$ cat src/rtl/dram_refresh_sched.sv
module dram_refresh_sched #(
  parameter int CLK_MHZ     = 200,
  parameter bit REFRESH_4K  = 1'b0,
  parameter int PAUSE_CYC   = CLK_MHZ * 200,
  parameter int WAKE_CNT    = 8,
  parameter int REF_INT_CYC = REFRESH_4K ? (CLK_MHZ * 64000 / 4096) : (CLK_MHZ * 32000 / 2048),
  parameter int OWED_MAX    = 8,
  parameter int URGENT_THR  = 4,
  parameter int CSR_CYC     = 2,
  parameter int RAS_CYC     = 10,
  parameter int RP_CYC      = 6
) (
  input  logic clk,
  input  logic rst_n,
  input  logic ref_gnt,
  input  logic host_req,
  output logic ref_req,
  output logic ras_n,
  output logic cas_n,
  output logic init_done,
  output logic urgent,
  output logic host_ok
);
  localparam int PW   = $clog2(PAUSE_CYC + 1);
  localparam int IW   = $clog2(REF_INT_CYC + 1);
  localparam int OW   = $clog2(OWED_MAX + 1);
  localparam int WW   = $clog2(WAKE_CNT + 1);
  localparam int SM1  = (CSR_CYC > RAS_CYC) ? CSR_CYC : RAS_CYC;
  localparam int SMAX = (SM1 > RP_CYC) ? SM1 : RP_CYC;
  localparam int SW   = $clog2(SMAX + 1);

  typedef enum logic [1:0] {ST_PAUSE, ST_WAKE, ST_RUN} st_t;
  typedef enum logic [1:0] {PH_IDLE, PH_LEAD, PH_ACT, PH_PRE} ph_t;

  st_t         state;
  ph_t         ph;
  logic [PW-1:0] pcnt;
  logic [IW-1:0] icnt;
  logic [OW-1:0] owed;
  logic [WW-1:0] wake_left;
  logic [SW-1:0] scnt;

  logic pending, grant, tick, miss;

  assign pending   = (state == ST_WAKE && wake_left != '0) || (state == ST_RUN && owed != '0);
  assign ref_req   = pending && ph == PH_IDLE;
  assign grant     = ref_req && ref_gnt;
  assign tick      = state == ST_RUN && icnt == IW'(REF_INT_CYC - 1);
  assign miss      = tick && owed == OW'(OWED_MAX);
  assign cas_n     = !(ph == PH_LEAD || ph == PH_ACT);
  assign ras_n     = !(ph == PH_ACT);
  assign init_done = state == ST_RUN;
  assign urgent    = owed >= OW'(URGENT_THR);
  assign host_ok   = host_req && init_done;

  always_ff @(posedge clk) begin
    if (!rst_n) begin
      ph   <= PH_IDLE;
      scnt <= '0;
    end else begin
      case (ph)
        PH_IDLE: if (grant) begin ph <= PH_LEAD; scnt <= '0; end
        PH_LEAD: if (scnt == SW'(CSR_CYC - 1)) begin ph <= PH_ACT; scnt <= '0; end
                 else scnt <= scnt + 1'b1;
        PH_ACT:  if (scnt == SW'(RAS_CYC - 1)) begin ph <= PH_PRE; scnt <= '0; end
                 else scnt <= scnt + 1'b1;
        default: if (scnt == SW'(RP_CYC - 1)) begin ph <= PH_IDLE; scnt <= '0; end
                 else scnt <= scnt + 1'b1;
      endcase
    end
  end

  always_ff @(posedge clk) begin
    if (!rst_n) begin
      state     <= ST_PAUSE;
      pcnt      <= '0;
      icnt      <= '0;
      owed      <= '0;
      wake_left <= '0;
    end else begin
      case (state)
        ST_PAUSE: begin
          if (pcnt == PW'(PAUSE_CYC - 1)) begin
            state     <= ST_WAKE;
            wake_left <= WW'(WAKE_CNT);
          end else pcnt <= pcnt + 1'b1;
        end
        ST_WAKE: begin
          if (grant) wake_left <= wake_left - 1'b1;
          else if (wake_left == '0 && ph == PH_IDLE) begin
            state <= ST_RUN;
            icnt  <= '0;
          end
        end
        default: begin
          icnt <= tick ? '0 : icnt + 1'b1;
          if (miss) begin
            state     <= ST_WAKE;
            wake_left <= WW'(WAKE_CNT);
            owed      <= '0;
          end else if (tick && !grant) owed <= owed + 1'b1;
          else if (!tick && grant)     owed <= owed - 1'b1;
        end
      endcase
    end
  end

  p_quiet_pause_r1: assert property (@(posedge clk) disable iff (!rst_n)
    state == ST_PAUSE |-> ras_n && cas_n && !ref_req);
  p_ras_under_cas_r3: assert property (@(posedge clk) disable iff (!rst_n)
    !ras_n |-> !cas_n);
  p_cas_leads_r3: assert property (@(posedge clk) disable iff (!rst_n)
    $fell(ras_n) |-> $past(!cas_n));
  p_grant_starts_r3: assert property (@(posedge clk) disable iff (!rst_n)
    grant |=> !cas_n && ras_n && !ref_req);
  p_owed_cap_r5: assert property (@(posedge clk) disable iff (!rst_n)
    owed <= OW'(OWED_MAX));
  p_urgent_run_r6: assert property (@(posedge clk) disable iff (!rst_n)
    urgent |-> init_done);
  p_miss_rewake_r7: assert property (@(posedge clk) disable iff (!rst_n)
    $fell(init_done) |-> owed == '0 && wake_left == WW'(WAKE_CNT));
  p_collide_hold_r9: assert property (@(posedge clk) disable iff (!rst_n)
    (tick && grant && !miss) |=> $stable(owed));
endmodule

$ cat config.mk
export PLATFORM = sky130hd
export DESIGN_NAME = dram_refresh_sched
export DESIGN_NICKNAME = d
export VERILOG_FILES = /design/src/rtl/dram_refresh_sched.sv
export SDC_FILE = /design/constraint.sdc
export NUM_CORES = 1
export LEC_CHECK = 0
export ABC_CLOCK_PERIOD_IN_PS = 3780
export BUFFER_PORTS_ARGS = -buffer_cell sky130_fd_sc_hd__buf_2
export CORE_UTILIZATION = 35
export DETAILED_ROUTE_END_ITERATION = 8
export GPL_TIMING_DRIVEN = 0
export SLEW_MARGIN = 15
export SYNTH_ARGS = -nofsm -noshare
export SYNTH_HDL_FRONTEND = slang
export SYNTH_SLANG_ARGS = --single-unit
$ cat constraint.sdc
create_clock -name clk -period 3.78 [get_ports clk]
set_input_delay 0.378 -clock clk [delete_from_list [all_inputs] [get_ports clk]]
set_output_delay 0.378 -clock clk [all_outputs]
set_load 0.01 [all_outputs]
Word level (Yosys, flattened, before mapping)
Index checks and enable logic that the tools add are counted.
Operators by class
  add/sub/neg operators: 6
  magnitude comparators: 1
  equality and inequality tests: 17
  multiplexer cells: 26
  bitwise operators: 3
  reductions and logical operators: 31
Operator list (number)
  4-bit two-way mux: 10
  12-bit two-way mux: 3
  12-bit case mux with 2 select lines: 1
  16-bit by 1-bit adder with 16-bit output, second input constant: 1
  16-bit equality test, second input constant: 1
  2-bit two-way mux: 8
  12-bit by 1-bit adder with 12-bit output, second input constant: 1
  12-bit equality test, second input constant: 1
  4-bit case mux with 3 select lines: 1
  4-bit nonzero test: 3
  1-bit logical AND: 10
  4-bit by 1-bit adder with 4-bit output, second input constant: 2
  4-bit equality test, second input constant: 2
  2-bit inequality test, second input constant: 4
  4-bit case mux with 2 select lines: 1
  4-bit AND reduction: 2
  4-bit by 1-bit subtractor with 4-bit output, second input constant: 2
  2-bit by 1-bit inequality test with 1-bit output, second input constant: 3
  2-bit case mux with 3 select lines: 1
  3-bit AND reduction: 2
  3-bit nonzero test: 2
  2-bit by 1-bit equality test with 1-bit output, second input constant: 2
  2-bit equality test, second input constant: 2
  4-bit by 1-bit equality test with 1-bit output, second input constant: 1
  other kinds (10): 18
Word-level totals
  flip-flop bits (word level): 44
  input bits: 4
  output and inout bits: 6
  logic and storage cells: 91

Depth between registers and ports, before layout
Gate-level depths: netlist of run 1.
  depth in word-level cells: 9
  mapped depth: 13
  mapped depth without buffers: 12

Worst setup path after synthesis of run 1
OpenSTA, ideal clock, no wires.
  kind: register -> register
  start: reg ph[0]
  end: reg owed[3]
  library setup time: 0.101 ns
  arrival: 2.439 ns
  data required time: 3.679 ns
  path slack: 1.240 ns
  cell stages (with the launch flop): 14
  path buffers: 1
  clock period less this slack: 2.540 ns
  path through: dfxtp_1 > inv_1 > ha_1 > buf_2 > nand2_1 > o32ai_2 > nor2_1 > inv_1 > ha_1 > a21o_1 > a21oi_1 > o21ai_0 > a221o_1 > o41ai_1
On the way
  word-level cells in the longest chain between the ends: 7
  elaborated cells between the ends (all ways): 10
  classes of those cells: mux (2); reduce/logical (8)
Ends and longest elaborated chain
  from (decl): line 36  | ph_t ph;
  from (signal assigned): line 58  | ph <= PH_IDLE;
  from (signal assigned): line 62  | PH_IDLE: if (grant) begin ph <= PH_LEAD; scnt <= '0; end
  from (signal assigned): line 63  | PH_LEAD: if (scnt == SW'(CSR_CYC - 1)) begin ph <= PH_ACT; scnt <= '0; end
  2-bit logical NOT *: line 46  | assign ref_req = pending && ph == PH_IDLE;
  1-bit logical AND *: line 46
  1-bit logical AND *: line 47  | assign grant = ref_req && ref_gnt;
  1-bit logical NOT: line 101  | end else if (tick && !grant) owed <= owed + 1'b1;
  1-bit logical AND: line 101
  3-bit nonzero test (no line) or 4-bit two-way mux (tied branches)
  2-bit AND reduction (no line) or 4-bit two-way mux (tied branches)
  to (signal assigned): line 101
  to (signal assigned): line 102  | else if (!tick && grant) owed <= owed - 1'b1;
  to (decl): line 39  | logic [OW-1:0] owed;
Every way passes the cells marked *; elsewhere a longest branch is shown, timed or not.
A chain may end at the register's enable or synchronous reset.

Worst setup path in the final report of run 1
  start: reg ph[1]
  end: reg owed[3]
Same word-level chain as after synthesis.

==> results of run 1 <==
[how the worst max path moves through the flow]
| stage | startpoint | end | slack (ns) | cells past startpoint |
|---|---|---|---|---|
| 6_report | ph[1] | owed[3] | 0.86 | 13 |
| 5_1_grt | ph[1] | owed[3] | 0.58 | 13 |
| 4_1_cts | ph[0] | owed[3] | 0.88 | 13 |
| 3_5_place_dp | ph[0] | owed[3] | 0.92 | 13 |
| 3_3_place_gp | owed[1] | owed[3] | 0.94 | 10 |
| 2_1_floorplan | ph[0] | owed[3] | 1.24 | 13 |
[metrics by stage]
| stage | area, um2 | utilization [%] | power [mW] | instances |
|---|---|---|---|---|
| floorplan | 2610 | - | 0.995 | 307 |
| CTS | 2890 | 39.8 | 1.47 | 423 |
| finish | 2890 | 39.8 | 1.45 | 423 |
| global placement | 2780 | 38.4 | 1.10 | 415 |
| global route | 2890 | 39.8 | 1.56 | 423 |
| detailed placement | 2780 | 38.4 | 1.11 | 415 |
[worst max-delay path, cell delays in order (launching register included)]
cell and delay, ns:
dfxtp_1 0.36, inv_1 0.10, ha_1 0.15, buf_2 0.20
nand2_1 0.10, o32ai_2 0.43, nor2_1 0.18, inv_1 0.11
ha_1 0.23, a21o_1 0.17, a21oi_1 0.25, o21ai_0 0.12
a221o_1 0.36, o41ai_1 0.06
[logic make-up (layout without fill, tap and decap cells)]
group,Yosys count,in the layout,share of synthesized area [%]
DFF,44,44,33.7
muxes,7,7,2.73
and+or+nand+nor,133,133,29.1
AOI/OAI and AO/OA,54,54,14.4
buffers and inverters,33,50,5.74
xor gates and xnor gates,22,22,7.37
adders and majority gates,14,14,6.99
[registers in the layout (all words and copies together) (netlist names)]
name and flops:
pcnt 16, owed 4, state 2, ph 2
icnt 12, wake_left 4, scnt 4
[cell type report]
type,count,area share [%]
multi-input combinational,230,54.8
sequential,44,30.5
tap,99,4.29
inverter,22,2.86
clock buffer,6,2.51
buffer,11,2.34
timing repair buffer,9,1.56
clock inverter,2,1.21
[layer usage]
| layer | vias up | share of wire [%] | track usage (%) | wire, um |
|---|---|---|---|---|
| met1 | 989 | 50 | 20.1 | 2590 |
| met3 | 7 | 2.9 | 2.80 | 151 |
| met5 | - | 0 | 0 | 0 |
| li1 | 1128 | - | - | - |
| met2 | 26 | 45 | 22.7 | 2340 |
| met4 | 0 | 1.3 | 4.40 | 68 |
[where the power goes]
group	internal [mW]	switching, mW	total, mW	leakage (nW)
Clock	0.196	0.161	0.357	0.0552
Sequential	0.511	0.0450	0.556	0.356
Combinational	0.222	0.316	0.538	0.612
Total	0.929	0.522	1.45	1.02
[synthesized netlist by cell type (all sizes together) (7+ instances only)]
| library cell | number |
|---|---|
| nor3 | 9 |
| and2 | 7 |
| nor4 | 8 |
| nand3 | 10 |
| ha | 13 |
| dfxtp | 44 |
| a21oi | 14 |
| nand2 | 27 |
| nor2 | 28 |
| o21ai | 16 |
| xnor2 | 17 |
| inv | 21 |
| nand4 | 8 |
==> flow_metrics.env, run 1 <==
export IMPL_status="finished clean"
export IMPL_async_flop_share_pct=0
export IMPL_required_ns=3.98
export IMPL_port_buffers=9
export IMPL_antenna_found_initial=0
export IMPL_hold_start="rst_n"
export IMPL_timing_slew_headroom_pct=62.5
export IMPL_clockBufferDepth=2
export IMPL_drc_errors=0
export IMPL_worstSetupPathType="flop to flop"
export IMPL_r2r_start="ph[1]"
export IMPL_cellPowerDensity_mw_per_mm2=502
export IMPL_setup_tns_ns=0
export IMPL_worstPathMaxFanout=9
export IMPL_numCtsBuffers=5
export IMPL_die_width_um=88.4
export IMPL_multi_input_area_mm2=0.00158
export IMPL_cap_violations=0
export IMPL_synthDistinctLibCells=60
export IMPL_drv_slew=0
export IMPL_rsz0062_at_grt="no"
export IMPL_root_buffer="clkbuf_8"
export IMPL_synth_top_cell_area_share_pct=33.7
export IMPL_final_layout_size_suffix_gt1_share_pct=12.0
export IMPL_hpwl_um=3830
export IMPL_grt_pass1_wl_um=9030
export IMPL_clk_pin_slew_ns=0.09
export IMPL_die_h_um=88.4
export IMPL_grt_pass1_vias=2019
export IMPL_nets=341
export IMPL_ys_flop_type="dfxtp_1"
export IMPL_yosysWarnings=0
export IMPL_antenna_left=0
export IMPL_avgSynthCellArea_um2=8.51
export IMPL_crit_path_end_kind="flop"
export IMPL_wl_um=5150
export IMPL_leakagePower_nw=1.02
export IMPL_hold_ws_ns=0.410
export IMPL_finalWorstPathRequiredPeriod_ns=2.92
export IMPL_clkSinkCount=44
export IMPL_ys_seq_area_share_pct=33.7
export IMPL_syn_inst=307
export IMPL_r2r_end="owed[3]"
export IMPL_hold_class="input pin to flop"
export IMPL_tritoncts="yes"
export IMPL_setup_ws_ns=0.858
export IMPL_drt_first_pass_iters=4
export IMPL_postCtsSetupBuffers=0
export IMPL_fmax_mhz=342
export IMPL_htreeDepth=2
export IMPL_rrSetupSlack_ns=0.86
export IMPL_syn_area_mm2=0.00261
export IMPL_grt_max_degree=14
export IMPL_postCtsHoldBufs=0
export IMPL_r2r_cells=13
export IMPL_place_worst_setup_slack_ns=0.918
export IMPL_holdPathStages=3
export IMPL_via_per_inst=5.08
export IMPL_tightest_slew_ns=0.557
export IMPL_vias=2150
export IMPL_dieArea_mm2=0.00782
export IMPL_track_usage_pct=14.5
export IMPL_num_fill_cells=746
export IMPL_initial_core_util_pct=36.0
export IMPL_ys_top_cells_by_area="dfxtp_1 (34%), ha_1 (6.2%), xnor2_1 (5.7%)"
export IMPL_syn2layout_area_growth_pct=10.6
export IMPL_start_kind="flop"
export IMPL_synth_edf_count=0
export IMPL_arrival_ns=3.12
export IMPL_rows=31
export IMPL_min_to="pcnt[9]"
export IMPL_cts_resized=0
export IMPL_finalWeightedCongestion=0.764
export IMPL_syn_nets=325
export IMPL_num_antenna_cells=0
export IMPL_ys_seq_elements=44
export IMPL_ff_latch_area_um2=881
export IMPL_ir_worst_vdd_uv=202
export IMPL_clk_latency_ns=0.30
export IMPL_drtIter0Drc=95
export IMPL_skew_ns=0.0101
export IMPL_io_pins=10
export IMPL_post_route_period_util_pct=77.3
export IMPL_final_common_cell="dfxtp_1"
export IMPL_hold_viol=0
export IMPL_setup_viol=0
export IMPL_synth_top_cell_by_area="dfxtp_1"
export IMPL_gr_total_overflow=0
export IMPL_coreArea_mm2=0.00725
export IMPL_wl_per_cell_um=12.2
export IMPL_final_cell_mix="dfxtp_1 (44), nand2_1 (27), nor2_1 (27)"
(Power assumes the default switching activity.)
==> inputs of run 2 (changes only) <==
ABC_CLOCK_PERIOD_IN_PS = 3000   (was 3780)
clock period = 3 ns   (was 3.78 ns; I/O delays follow)
==> flow_metrics.env, run 2 (synthesis gave the netlist of run 1 again) <==
export IMPL_fin_area_mm2=0.00293
export IMPL_finalWorstPathRequiredPeriod_ns=2.82
export IMPL_post_route_period_util_pct=94.1
export IMPL_drc_errors=0
export IMPL_die_h_um=88.4
export IMPL_rows=31
export IMPL_gr_total_overflow=0
export IMPL_syn2layout_area_growth_pct=12.0
export IMPL_antenna_left=0
export IMPL_vias=2163
export IMPL_die_width_um=88.4
export IMPL_total_power_mw=1.88
export IMPL_postCtsHoldBufs=0
export IMPL_port_buffers=9
export IMPL_htreeDepth=2
export IMPL_wl_um=5230
export IMPL_dieArea_mm2=0.00782
export IMPL_grt_pass1_vias=2019
export IMPL_drt_first_pass_iters=4
export IMPL_drtIter0Drc=94
export IMPL_nets=343
export IMPL_num_fill_cells=745
export IMPL_numCtsBuffers=5
export IMPL_track_usage_pct=14.5
export IMPL_antenna_found_initial=0
export IMPL_ir_worst_vdd_uv=248
export IMPL_hold_viol=0
export IMPL_skew_ns=0.0108
export IMPL_start_kind="flop"
export IMPL_worstSetupPathType="flop to flop"
export IMPL_via_per_inst=5.09
export IMPL_setup_tns_ns=0
export IMPL_final_util_pct=40.3
export IMPL_clkSinkCount=44
export IMPL_clockBufferDepth=2
export IMPL_place_area_mm2=0.00278
export IMPL_largest_register_ffs=16
export IMPL_arrival_ns=3.02
export IMPL_grt_pass1_wl_um=9030
export IMPL_cap_violations=0
export IMPL_hold_class="input pin to flop"
export IMPL_reg_top3="pcnt: 16 flops, icnt: 12 flops"
export IMPL_io_pins=10
export IMPL_fmax_mhz=354
export IMPL_tritoncts="yes"
export IMPL_worstPathMaxFanout=9
export IMPL_clk_latency_ns=0.29
export IMPL_final_layout_size_suffix_gt1_share_pct=13.2
export IMPL_coreArea_mm2=0.00725
export IMPL_hpwl_um=3830
export IMPL_setup_viol=0
export IMPL_wl_per_cell_um=12.3
export IMPL_drv_slew=0
export IMPL_crit_path_end_kind="flop"
export IMPL_final_cell_mix="dfxtp_1 (44), nand2_1 (27), nor2_1 (27)"
export IMPL_root_buffer="clkbuf_8"
export IMPL_top_register="pcnt"
export IMPL_timing_slew_headroom_pct=64.4
export IMPL_final_common_cell="dfxtp_1"
export IMPL_tightest_slew_ns=0.535
export IMPL_initial_core_util_pct=36.0
export IMPL_finalWeightedCongestion=0.764
export IMPL_num_antenna_cells=0
export IMPL_grt_max_degree=14
export IMPL_leakagePower_nw=1.03
export IMPL_clk_pin_slew_ns=0.09
export IMPL_status="finished clean"
export IMPL_cellPowerDensity_mw_per_mm2=643
export IMPL_required_ns=3.20
[run 2: final timing paths]
path	start	to	slack, ns	depth (start not counted)
min reg2reg	wake_left[0]	wake_left[0]	0.47	2
min	rst_n	pcnt[9]	0.34	3
max reg2reg	ph[0]	owed[3]	0.18	13
max	ph[0]	owed[3]	0.18	13
[run 2: worst max-delay path, stage by stage, from the launching register on]
cell and delay [ns]:
dfxtp_1 0.40, inv_1 0.09, ha_1 0.20, buf_2 0.18
nand4b_1 0.15, o32ai_4 0.13, nor2_1 0.28, inv_1 0.11
ha_1 0.29, a21o_1 0.19, a21oi_2 0.19, o21ai_0 0.10
a221o_1 0.35, o41ai_1 0.06
[run 2: layout make-up]
cell class	instances	area (um2)	share of cell area [%]
multi-input cells	230	1600	54.8
inverters	22	82.6	2.82
clock buffers	6	72.6	2.48
plain buffers	11	67.6	2.31
repair buffers	11	60.1	2.05
clock inverters	2	35.0	1.20
flip-flops and latches	44	881	30.1
well taps	99	124	4.23
[run 2: where the power goes]
group	leakage [nW]	internal, mW	switching, mW
logic	0.623	0.317	0.416
clock network	0.0552	0.247	0.200
registers	0.356	0.644	0.0569
[run 2: timing repair]
action                                  in CTS  in global routing
endpoints found under the hold margin        0                  0
setup buffers                                0                  2
endpoints found under the setup margin       0                  1
gates resized for setup                      0                  3
[run 2: stage by stage]
step | std cells | hold WS, ns | worst slack (ns)
CTS | 423 | 0.333 | 0.103
global route | 425 | 0.348 | -0.00506
finish | 425 | 0.338 | 0.177
floorplan | 307 | 0.446 | 0.460
detailed placement | 415 | 0.465 | 0.138
global placement | 415 | 0.462 | 0.158
[run 2: routing by layer]
| metal | vias to the layer above | track usage [%] | part of all wire, % |
|---|---|---|---|
| met3 | 4 | 2.80 | 1.8 |
| met1 | 1008 | 20.1 | 51 |
| met4 | 0 | 4.40 | 1.1 |
| li1 | 1131 | - | - |
| met2 | 20 | 22.7 | 46 |
| met5 | - | 0 | 0 |
==> inputs of run 3 (changes only) <==
CTS_BUF_LIST = sky130_fd_sc_hd__clkbuf_16   (was unset)
==> flow_metrics.env, run 3 (synthesis gave the netlist of run 1 again) <==
export IMPL_initial_core_util_pct=36.0
export IMPL_final_common_cell="dfxtp_1"
export IMPL_post_route_period_util_pct=94.2
export IMPL_cap_violations=0
export IMPL_io_pins=10
export IMPL_numCtsBuffers=5
export IMPL_antenna_left=0
export IMPL_setup_viol=0
export IMPL_tightest_slew_ns=0.544
export IMPL_clkSinkCount=44
export IMPL_postCtsHoldBufs=0
export IMPL_rows=31
export IMPL_cellPowerDensity_mw_per_mm2=686
export IMPL_track_usage_pct=14.6
export IMPL_die_h_um=88.4
export IMPL_worstSetupPathType="flop to flop"
export IMPL_arrival_ns=3.01
export IMPL_hold_viol=0
export IMPL_drt_first_pass_iters=4
export IMPL_hold_start="rst_n"
export IMPL_drtIter0Drc=101
export IMPL_num_antenna_cells=0
export IMPL_rsz0062_at_grt="no"
export IMPL_fmax_mhz=354
export IMPL_fin_area_mm2=0.00298
export IMPL_grt_max_degree=14
export IMPL_hold_class="input pin to flop"
export IMPL_htreeDepth=2
export IMPL_finalWorstPathRequiredPeriod_ns=2.83
export IMPL_status="finished clean"
export IMPL_gr_total_overflow=0
export IMPL_drv_slew=0
export IMPL_final_cell_mix="dfxtp_1 (44), nand2_1 (27), nor2_1 (27)"
export IMPL_dieArea_mm2=0.00782
export IMPL_startpoint="ph[0]"
export IMPL_root_buffer="clkbuf_16"
export IMPL_leakagePower_nw=1.06
export IMPL_top_register="pcnt"
export IMPL_num_fill_cells=737
export IMPL_wl_per_cell_um=12.4
export IMPL_largest_register_ffs=16
export IMPL_crit_path_end_kind="flop"
export IMPL_clockBufferDepth=2
export IMPL_finalWeightedCongestion=0.764
export IMPL_r2r_start="ph[0]"
export IMPL_place_area_mm2=0.00278
export IMPL_syn2layout_area_growth_pct=14.1
export IMPL_skew_ns=0.00660
export IMPL_total_power_mw=2.05
export IMPL_timing_slew_headroom_pct=63.7
export IMPL_port_buffers=9
export IMPL_die_width_um=88.4
export IMPL_coreArea_mm2=0.00725
export IMPL_reg_top3="pcnt: 16 flops, icnt: 12 flops"
export IMPL_tritoncts="yes"
export IMPL_clk_pin_slew_ns=0.06
export IMPL_worstPathMaxFanout=9
export IMPL_setup_tns_ns=0
export IMPL_vias=2161
export IMPL_ir_worst_vdd_uv=313
export IMPL_required_ns=3.18
export IMPL_wl_um=5260
export IMPL_clk_latency_ns=0.28
export IMPL_grt_pass1_wl_um=9070
export IMPL_nets=343
export IMPL_antenna_found_initial=0
export IMPL_grt_pass1_vias=1991
export IMPL_via_per_inst=5.08
export IMPL_final_layout_size_suffix_gt1_share_pct=13.2
export IMPL_drc_errors=0
export IMPL_hpwl_um=3830
export IMPL_start_kind="flop"
==> run 3: cell count changes in the layout (fill, tap and decap cells not counted), sizes merged <==
cell,delta
clkbuf,-1
inv,+1
==> run 3: worst paths after layout <==
check / end / slack [ns] / cells past startpoint
worst max-delay path: owed[3] / 0.17 / 13
worst min-delay path: pcnt[9] / 0.35 / 3
worst max register to register: owed[3] / 0.17 / 13
worst min register to register: wake_left[0] / 0.47 / 2
==> run 3: stage by stage <==
| stage | utilization [%] | hold WS, ns | setup WS (ns) | std cells |
|---|---|---|---|---|
| finish | 41.1 | 0.348 | 0.174 | 425 |
| global route | 41.1 | 0.372 | 0.00175 | 425 |
| CTS | 40.6 | 0.351 | 0.109 | 423 |
| detailed placement | 38.4 | 0.465 | 0.138 | 415 |
| global placement | 38.4 | 0.462 | 0.158 | 415 |
| floorplan | - | 0.446 | 0.460 | 307 |
==> run 3: report_power, final <==
part	total [mW]	internal [mW]	switching, mW
Combinational	0.738	0.317	0.421
Clock	0.605	0.388	0.217
Sequential	0.703	0.645	0.0578
==> run 3: worst max-delay path, cell delays in order (launching register included) <==
cell and delay [ns]:
dfxtp_1 0.40, inv_1 0.09, ha_1 0.20, buf_2 0.18, nand4b_1 0.15, o32ai_4 0.13
nor2_1 0.28, inv_1 0.11, ha_1 0.29, a21o_1 0.19, a21oi_2 0.19, o21ai_0 0.10
a221o_1 0.35, o41ai_1 0.06
==> run 3: layout make-up <==
cell class | count | area (um2) | area share, %
Timing Repair Buffer | 11 | 60.1 | 2.01
Clock buffer | 5 | 125 | 4.19
Buffer | 11 | 67.6 | 2.27
Tap cell | 99 | 124 | 4.15
Inverter | 22 | 82.6 | 2.77
Multi-Input combinational cell | 230 | 1600 | 53.8
Sequential cell | 44 | 881 | 29.5
Clock inverter | 3 | 38.8 | 1.30
==> run 3: timing repair <==
action / in CTS / in global routing
setup endpoints to repair: 0 / 1
setup buffers: 0 / 2
gates resized for setup: 0 / 3
endpoints found under the hold margin: 0 / 0
==> run 3: metal layers <==
layer	wire, um	track usage (%)	part of all wire (%)
met1	2660	20.4	51
met2	2420	22.7	46
met3	124	2.43	2.4
met4	45	4.84	0.86
met5	0	0	0
